<file path="src/rtl/evt_pkg.sv">
package evt_pkg;
    localparam int ADDR_EVT        = 0;
    localparam int ADDR_MASK       = 1;
    localparam int ADDR_ALM_LO     = 2;
    localparam int ADDR_ALM_HI     = 3;
    localparam int ADDR_STAMP_BASE = 4;
endpackage

</file>
<file path="src/rtl/evt_trig_cap.sv">
module evt_trig_cap #(
    parameter int TW = 64
) (
    input  logic          clk,
    input  logic          rst_n,
    input  logic          trig,
    input  logic [TW-1:0] now,
    output logic          hit,
    output logic [TW-1:0] stamp
);
    localparam int SYNC_LEN = 3;

    typedef struct packed {
        logic [SYNC_LEN-1:0] sh;
        logic [TW-1:0]       stamp;
    } cap_t;

    cap_t st_d, st_q;

    always_comb begin
        st_d    = st_q;
        st_d.sh = {st_q.sh[SYNC_LEN-2:0], trig};
        hit     = st_q.sh[1] & ~st_q.sh[2];
        if (hit) begin
            st_d.stamp = now;
        end
    end

    always_ff @(posedge clk) begin
        if (!rst_n) begin
            st_q <= '0;
        end else begin
            st_q <= st_d;
        end
    end

    assign stamp = st_q.stamp;
endmodule

</file>
<file path="src/rtl/evt_alarm.sv">
module evt_alarm #(
    parameter int DW = 32
) (
    input  logic            clk,
    input  logic            rst_n,
    input  logic            wr_lo,
    input  logic            wr_hi,
    input  logic [DW-1:0]   wr_data,
    input  logic [2*DW-1:0] now,
    output logic            fire,
    output logic            armed,
    output logic [2*DW-1:0] value
);
    typedef struct packed {
        logic          armed;
        logic [DW-1:0] hi;
        logic [DW-1:0] lo;
    } alm_t;

    alm_t st_d, st_q;

    always_comb begin
        st_d = st_q;
        fire = st_q.armed && (now >= {st_q.hi, st_q.lo});
        if (wr_lo) begin
            st_d.lo = wr_data;
        end
        if (wr_hi) begin
            st_d.hi    = wr_data;
            st_d.armed = 1'b1;
        end else if (fire) begin
            st_d.armed = 1'b0;
        end
    end

    always_ff @(posedge clk) begin
        if (!rst_n) begin
            st_q <= '0;
        end else begin
            st_q <= st_d;
        end
    end

    assign armed = st_q.armed;
    assign value = {st_q.hi, st_q.lo};
endmodule

</file>
<file path="src/rtl/evt_status.sv">
module evt_status #(
    parameter int NEV = 4
) (
    input  logic           clk,
    input  logic           rst_n,
    input  logic [NEV-1:0] set,
    input  logic           clr_wr,
    input  logic           mask_wr,
    input  logic [NEV-1:0] wr_bits,
    output logic [NEV-1:0] status,
    output logic [NEV-1:0] mask,
    output logic           irq
);
    typedef struct packed {
        logic [NEV-1:0] status;
        logic [NEV-1:0] mask;
    } evs_t;

    evs_t st_d, st_q;

    always_comb begin
        st_d        = st_q;
        st_d.status = (st_q.status & ~(clr_wr ? wr_bits : '0)) | set;
        if (mask_wr) begin
            st_d.mask = wr_bits;
        end
    end

    always_ff @(posedge clk) begin
        if (!rst_n) begin
            st_q <= '0;
        end else begin
            st_q <= st_d;
        end
    end

    assign status = st_q.status;
    assign mask   = st_q.mask;
    assign irq    = |(st_q.status & st_q.mask);
endmodule

</file>
<file path="src/rtl/evt_unit.sv">
module evt_unit #(
    parameter int N_TRIG = 2,
    parameter int DW     = 32,
    parameter int AW     = 4
) (
    input  logic              clk,
    input  logic              rst_n,
    input  logic [2*DW-1:0]   time_now,
    input  logic [N_TRIG-1:0] trig_in,
    input  logic              pulse_evt,
    input  logic              wr_en,
    input  logic [AW-1:0]     wr_addr,
    input  logic [DW-1:0]     wr_data,
    input  logic [AW-1:0]     rd_addr,
    output logic [DW-1:0]     rd_data,
    output logic              irq
);
    import evt_pkg::*;

    localparam int TW  = 2 * DW;
    localparam int NEV = N_TRIG + 2;

    logic                         wr_evt, wr_mask, wr_alo, wr_ahi;
    logic [N_TRIG-1:0]            cap_hit;
    logic [N_TRIG-1:0][TW-1:0]    cap_stamp;
    logic                         alm_fire, alm_armed;
    logic [TW-1:0]                alm_value;
    logic [NEV-1:0]               ev_status, ev_mask;

    assign wr_evt  = wr_en && (wr_addr == AW'(ADDR_EVT));
    assign wr_mask = wr_en && (wr_addr == AW'(ADDR_MASK));
    assign wr_alo  = wr_en && (wr_addr == AW'(ADDR_ALM_LO));
    assign wr_ahi  = wr_en && (wr_addr == AW'(ADDR_ALM_HI));

    for (genvar g = 0; g < N_TRIG; g++) begin : g_cap
        evt_trig_cap #(.TW(TW)) u_cap (
            .clk   (clk),
            .rst_n (rst_n),
            .trig  (trig_in[g]),
            .now   (time_now),
            .hit   (cap_hit[g]),
            .stamp (cap_stamp[g])
        );
    end

    evt_alarm #(.DW(DW)) u_alarm (
        .clk     (clk),
        .rst_n   (rst_n),
        .wr_lo   (wr_alo),
        .wr_hi   (wr_ahi),
        .wr_data (wr_data),
        .now     (time_now),
        .fire    (alm_fire),
        .armed   (alm_armed),
        .value   (alm_value)
    );

    evt_status #(.NEV(NEV)) u_status (
        .clk     (clk),
        .rst_n   (rst_n),
        .set     ({pulse_evt, alm_fire, cap_hit}),
        .clr_wr  (wr_evt),
        .mask_wr (wr_mask),
        .wr_bits (wr_data[NEV-1:0]),
        .status  (ev_status),
        .mask    (ev_mask),
        .irq     (irq)
    );

    always_comb begin
        rd_data = '0;
        if (rd_addr == AW'(ADDR_EVT)) begin
            rd_data = DW'(ev_status);
        end
        if (rd_addr == AW'(ADDR_MASK)) begin
            rd_data = DW'(ev_mask);
        end
        if (rd_addr == AW'(ADDR_ALM_LO)) begin
            rd_data = alm_value[DW-1:0];
        end
        if (rd_addr == AW'(ADDR_ALM_HI)) begin
            rd_data = alm_value[TW-1:DW];
        end
        for (int i = 0; i < N_TRIG; i++) begin
            if (rd_addr == AW'(ADDR_STAMP_BASE + 2 * i)) begin
                rd_data = cap_stamp[i][DW-1:0];
            end
            if (rd_addr == AW'(ADDR_STAMP_BASE + 2 * i + 1)) begin
                rd_data = cap_stamp[i][TW-1:DW];
            end
        end
    end
endmodule

</file>
<file path="config.mk">
export PLATFORM = sky130hd
export DESIGN_NAME = evt_unit
export DESIGN_NICKNAME = d
export VERILOG_FILES = /design/src/rtl/evt_pkg.sv /design/src/rtl/evt_trig_cap.sv /design/src/rtl/evt_alarm.sv /design/src/rtl/evt_status.sv /design/src/rtl/evt_unit.sv
export SDC_FILE = /design/constraint.sdc
export NUM_CORES = 1
export LEC_CHECK = 0
export BUFFER_PORTS_ARGS = -buffer_cell sky130_fd_sc_hd__buf_2
export CAP_MARGIN = 20
export CORE_AREA = 2 2 133 135
export DETAILED_ROUTE_END_ITERATION = 16
export DIE_AREA = 0 0 135 137
export GPL_ROUTABILITY_DRIVEN = 0
export MAX_ROUTING_LAYER = met4
export PLACE_DENSITY = 0.94
export SLEW_MARGIN = 5
export SYNTH_ARGS = -nofsm -noshare
export SYNTH_HDL_FRONTEND = slang
export SYNTH_SLANG_ARGS = --single-unit
export TNS_END_PERCENT = 20
</file>
<file path="constraint.sdc">
create_clock -name clk -period 3 [get_ports clk]
set_input_delay 0.6 -clock clk [delete_from_list [all_inputs] [get_ports clk]]
set_output_delay 0.6 -clock clk [all_outputs]
set_load 0.05 [all_outputs]
</file>
==> metrics <==
dpl hpwl 20580 um; Initial Util 0.6101; num ports 143; min-delay worst type input pin to flop; synthesized area per cell 7.889 um2; Comb pwr share 0.101; Final Hold Violating Endpoints 0; Layout area overhead 17.55%; Slew headroom 0.4625; # setup viols final 0; Setup CP Type input pin to primary output; peak supply drop 0.4460 mV; final worst path period need 2.889 ns; outcome complete, no violations; CTS tree built; final setup margin 0.1112 ns; post-route clock period utilization 0.9629; largest net degree at the start of global routing 72; final wirelength 31430 um; Final ANT Viol Nets 0; full die area 18500 um2; most common cell after layout, fill and taps aside nand2_1; Post-CTS Setup Inserts 0; first-pass GRT wire length 49870 um; register area share after synthesis 0.3982; Clk Latency, worst-skew pair 0.52 ns; nets 1605; r2r setup slk 0.71 ns; Data required, critical path 2.40 ns; hold path start trig_in[0]; Via density 6.143; die width 135 um; CTS max path bufs 3; Sw Share 0.2501; arrival time at the worst endpoint 2.29 ns; vias in the first global route 10100; placed insts 1631; grt total ovfl 0; clock root cell clkbuf_16; GRT Total Usage 0.3465; R2R cell count 8; R2R Path End u_alarm.armed$_SDFFE_PN0P_; Worst setup EP type primary output; RR Startpoint u_alarm.value[63]$_SDFFE_PN0P_; unrepaired setup endpoints after global routing false; I/O Buffers 142; P_int 0.004939 W; Post-synth top flop dfxtp_1; Ys Warns 0; most frequent cells in the layout nand2_1 (434), dfxtp_1 (207), a21boi_0 (196), buf_2 (141), inv_1 (66); final non-filler cell total 1672; EDFF count, synth 0; Syn Nets 1493; DP Worst Slack 0.1862 ns; DRT iter0 DRCs 1304; via count 10270; Yosys cell types 42; layout cells sized above 1 0.1596; startpoint types input pin; Psw 0.001647 W; # DRC 0; diodes inserted 0; core area 17060 um2; max cap viols 0; Slew Viols, Final 0; WL/cell 18.80 um; pwr/cell area 538.4 nW/um2; TritonRoute pass-1 iters 6; # hold bufs at CTS 0; cts repair resizes 0; hold endpoint g_cap[0].u_cap.st_d[65]$_SDFF_PN0_; Num CTS Buffers 23; sequential power share 0.436; Max FO, Critical Path 8; Post-Syn Instances 1319; worst slew pin tran 0.8062 ns; FFs w/ async S/R, synth 0; LEAKAGE 4.595 nW; Clock power frac 0.463; Peak Freq 346.2 MHz; Rows 48; Worst-path clk slew 0.06 ns; CTS sink cnt 207; initial antenna violation count 0; netlist area before placement 10410 um2; #FFs+latches synth 207; skew final 0.01179 ns; Hold Path Cell Cnt 2; htree depth 1; Chip Height 137 um
==> power by group through the flow <==
stage / registers (W) / logic, W / clock network [W]
6_report: 0.00287 / 0.000666 / 0.00305
5_1_grt: 0.00288 / 0.000719 / 0.00317
4_1_cts: 0.00287 / 0.000650 / 0.00306
3_5_place_dp: 0.00293 / 0.000638 / 0
3_3_place_gp: 0.00292 / 0.000617 / 0
2_1_floorplan: 0.00291 / 0.000380 / 0
==> final cells by class <==
type / instances / area [um2]
flip-flops and latches: 207 / 4144
repair buffers: 175 / 1049
well taps: 225 / 281.5
inverters: 66 / 247.7
fillers: 1252 / 4823
clock buffers: 31 / 685.7
clock inverters: 10 / 146.4
multi-input cells: 958 / 5679
==> cells in the mapped netlist, types with 4 or more instances <==
cell / instances / area, um2
a21oi_1: 32 / 160.2
a211oi_1: 4 / 30.03
a22oi_1: 47 / 352.8
buf_2: 21 / 105.1
ha_1: 64 / 800.8
nand3_1: 19 / 95.09
nand4_1: 7 / 43.79
dfxtp_1: 207 / 4144
inv_1: 66 / 247.7
clkbuf_1: 55 / 206.5
a21boi_0: 196 / 1471
nor2b_1: 9 / 56.30
mux2i_1: 6 / 60.06
a222oi_1: 20 / 200.2
nand2_1: 434 / 1629
a31oi_1: 19 / 118.9
buf_1: 8 / 30.03
a221oi_1: 5 / 43.79
nor2_1: 40 / 150.1
and2_1: 7 / 43.79
o21ai_0: 17 / 85.08
==> state kept, by name (all words and copies together), names as in the netlist <==
| name | cells |
|---|---|
| u_alarm.armed | 1 |
| u_status.mask | 4 |
| g_cap.u_cap.st_q | 2 |
| u_status.status | 4 |
| u_alarm.value | 64 |
| g_cap.u_cap.stamp | 128 |
| g_cap.u_cap.st_d | 4 |
==> through the flow <==
| step | utilization | TNS, ns | total power (W) | hold WS, ns | instance area [um2] |
|---|---|---|---|---|---|
| floorplan | - | -1.064 | 0.003295 | 0.4119 | 10430 |
| global placement | 0.6684 | 0 | 0.003542 | 0.4148 | 11400 |
| detailed placement | 0.6684 | 0 | 0.003567 | 0.4236 | 11400 |
| CTS | 0.7172 | 0 | 0.006576 | 0.2842 | 12230 |
| global route | 0.7172 | 0 | 0.006765 | 0.3189 | 12230 |
| finish | 0.7172 | 0 | 0.006586 | 0.2858 | 12230 |
==> routing by layer <==
metal / track usage / up-vias / routed length, um
li1: - / 4710 / -
met1: 0.4289 / 4796 / 12020
met2: 0.5564 / 613 / 14530
met3: 0.05185 / 152 / 3331
met4: 0.1713 / 0 / 1551
met5: - / - / 0
==> worst max-delay path: stages <==
cell and delay (ns):
buf_2 0.17, nor4b_4 0.38, buf_4 0.23, a22oi_1 0.09
nand2_1 0.10, a21oi_1 0.07, nor2_1 0.13, a2bb2oi_1 0.21
buf_2 0.29
==> cells by family after synthesis <==
logic type	count (synthesis)	synth area share
muxes	7	0.007936
adders and majority gates	64	0.07695
AOI/OAI and AO/OA	352	0.2458
buffers and inverters	154	0.06024
and+or+nand+nor	535	0.2109
DFF	207	0.3982
==> worst max path at each step <==
stage               startpoint           to  slack (ns)  cells past startpoint
floorplan           rd_addr[0]  rd_data[28]       -0.09                      6
global placement    rd_addr[3]  rd_data[19]        0.21                      8
detailed placement  rd_addr[0]   rd_data[0]        0.19                      9
CTS                 rd_addr[0]   rd_data[0]        0.15                      9
global route        rd_addr[0]   rd_data[0]        0.04                      9
finish              rd_addr[0]   rd_data[0]        0.11                      9
No activity file was read; power rests on OpenSTA's default activity.
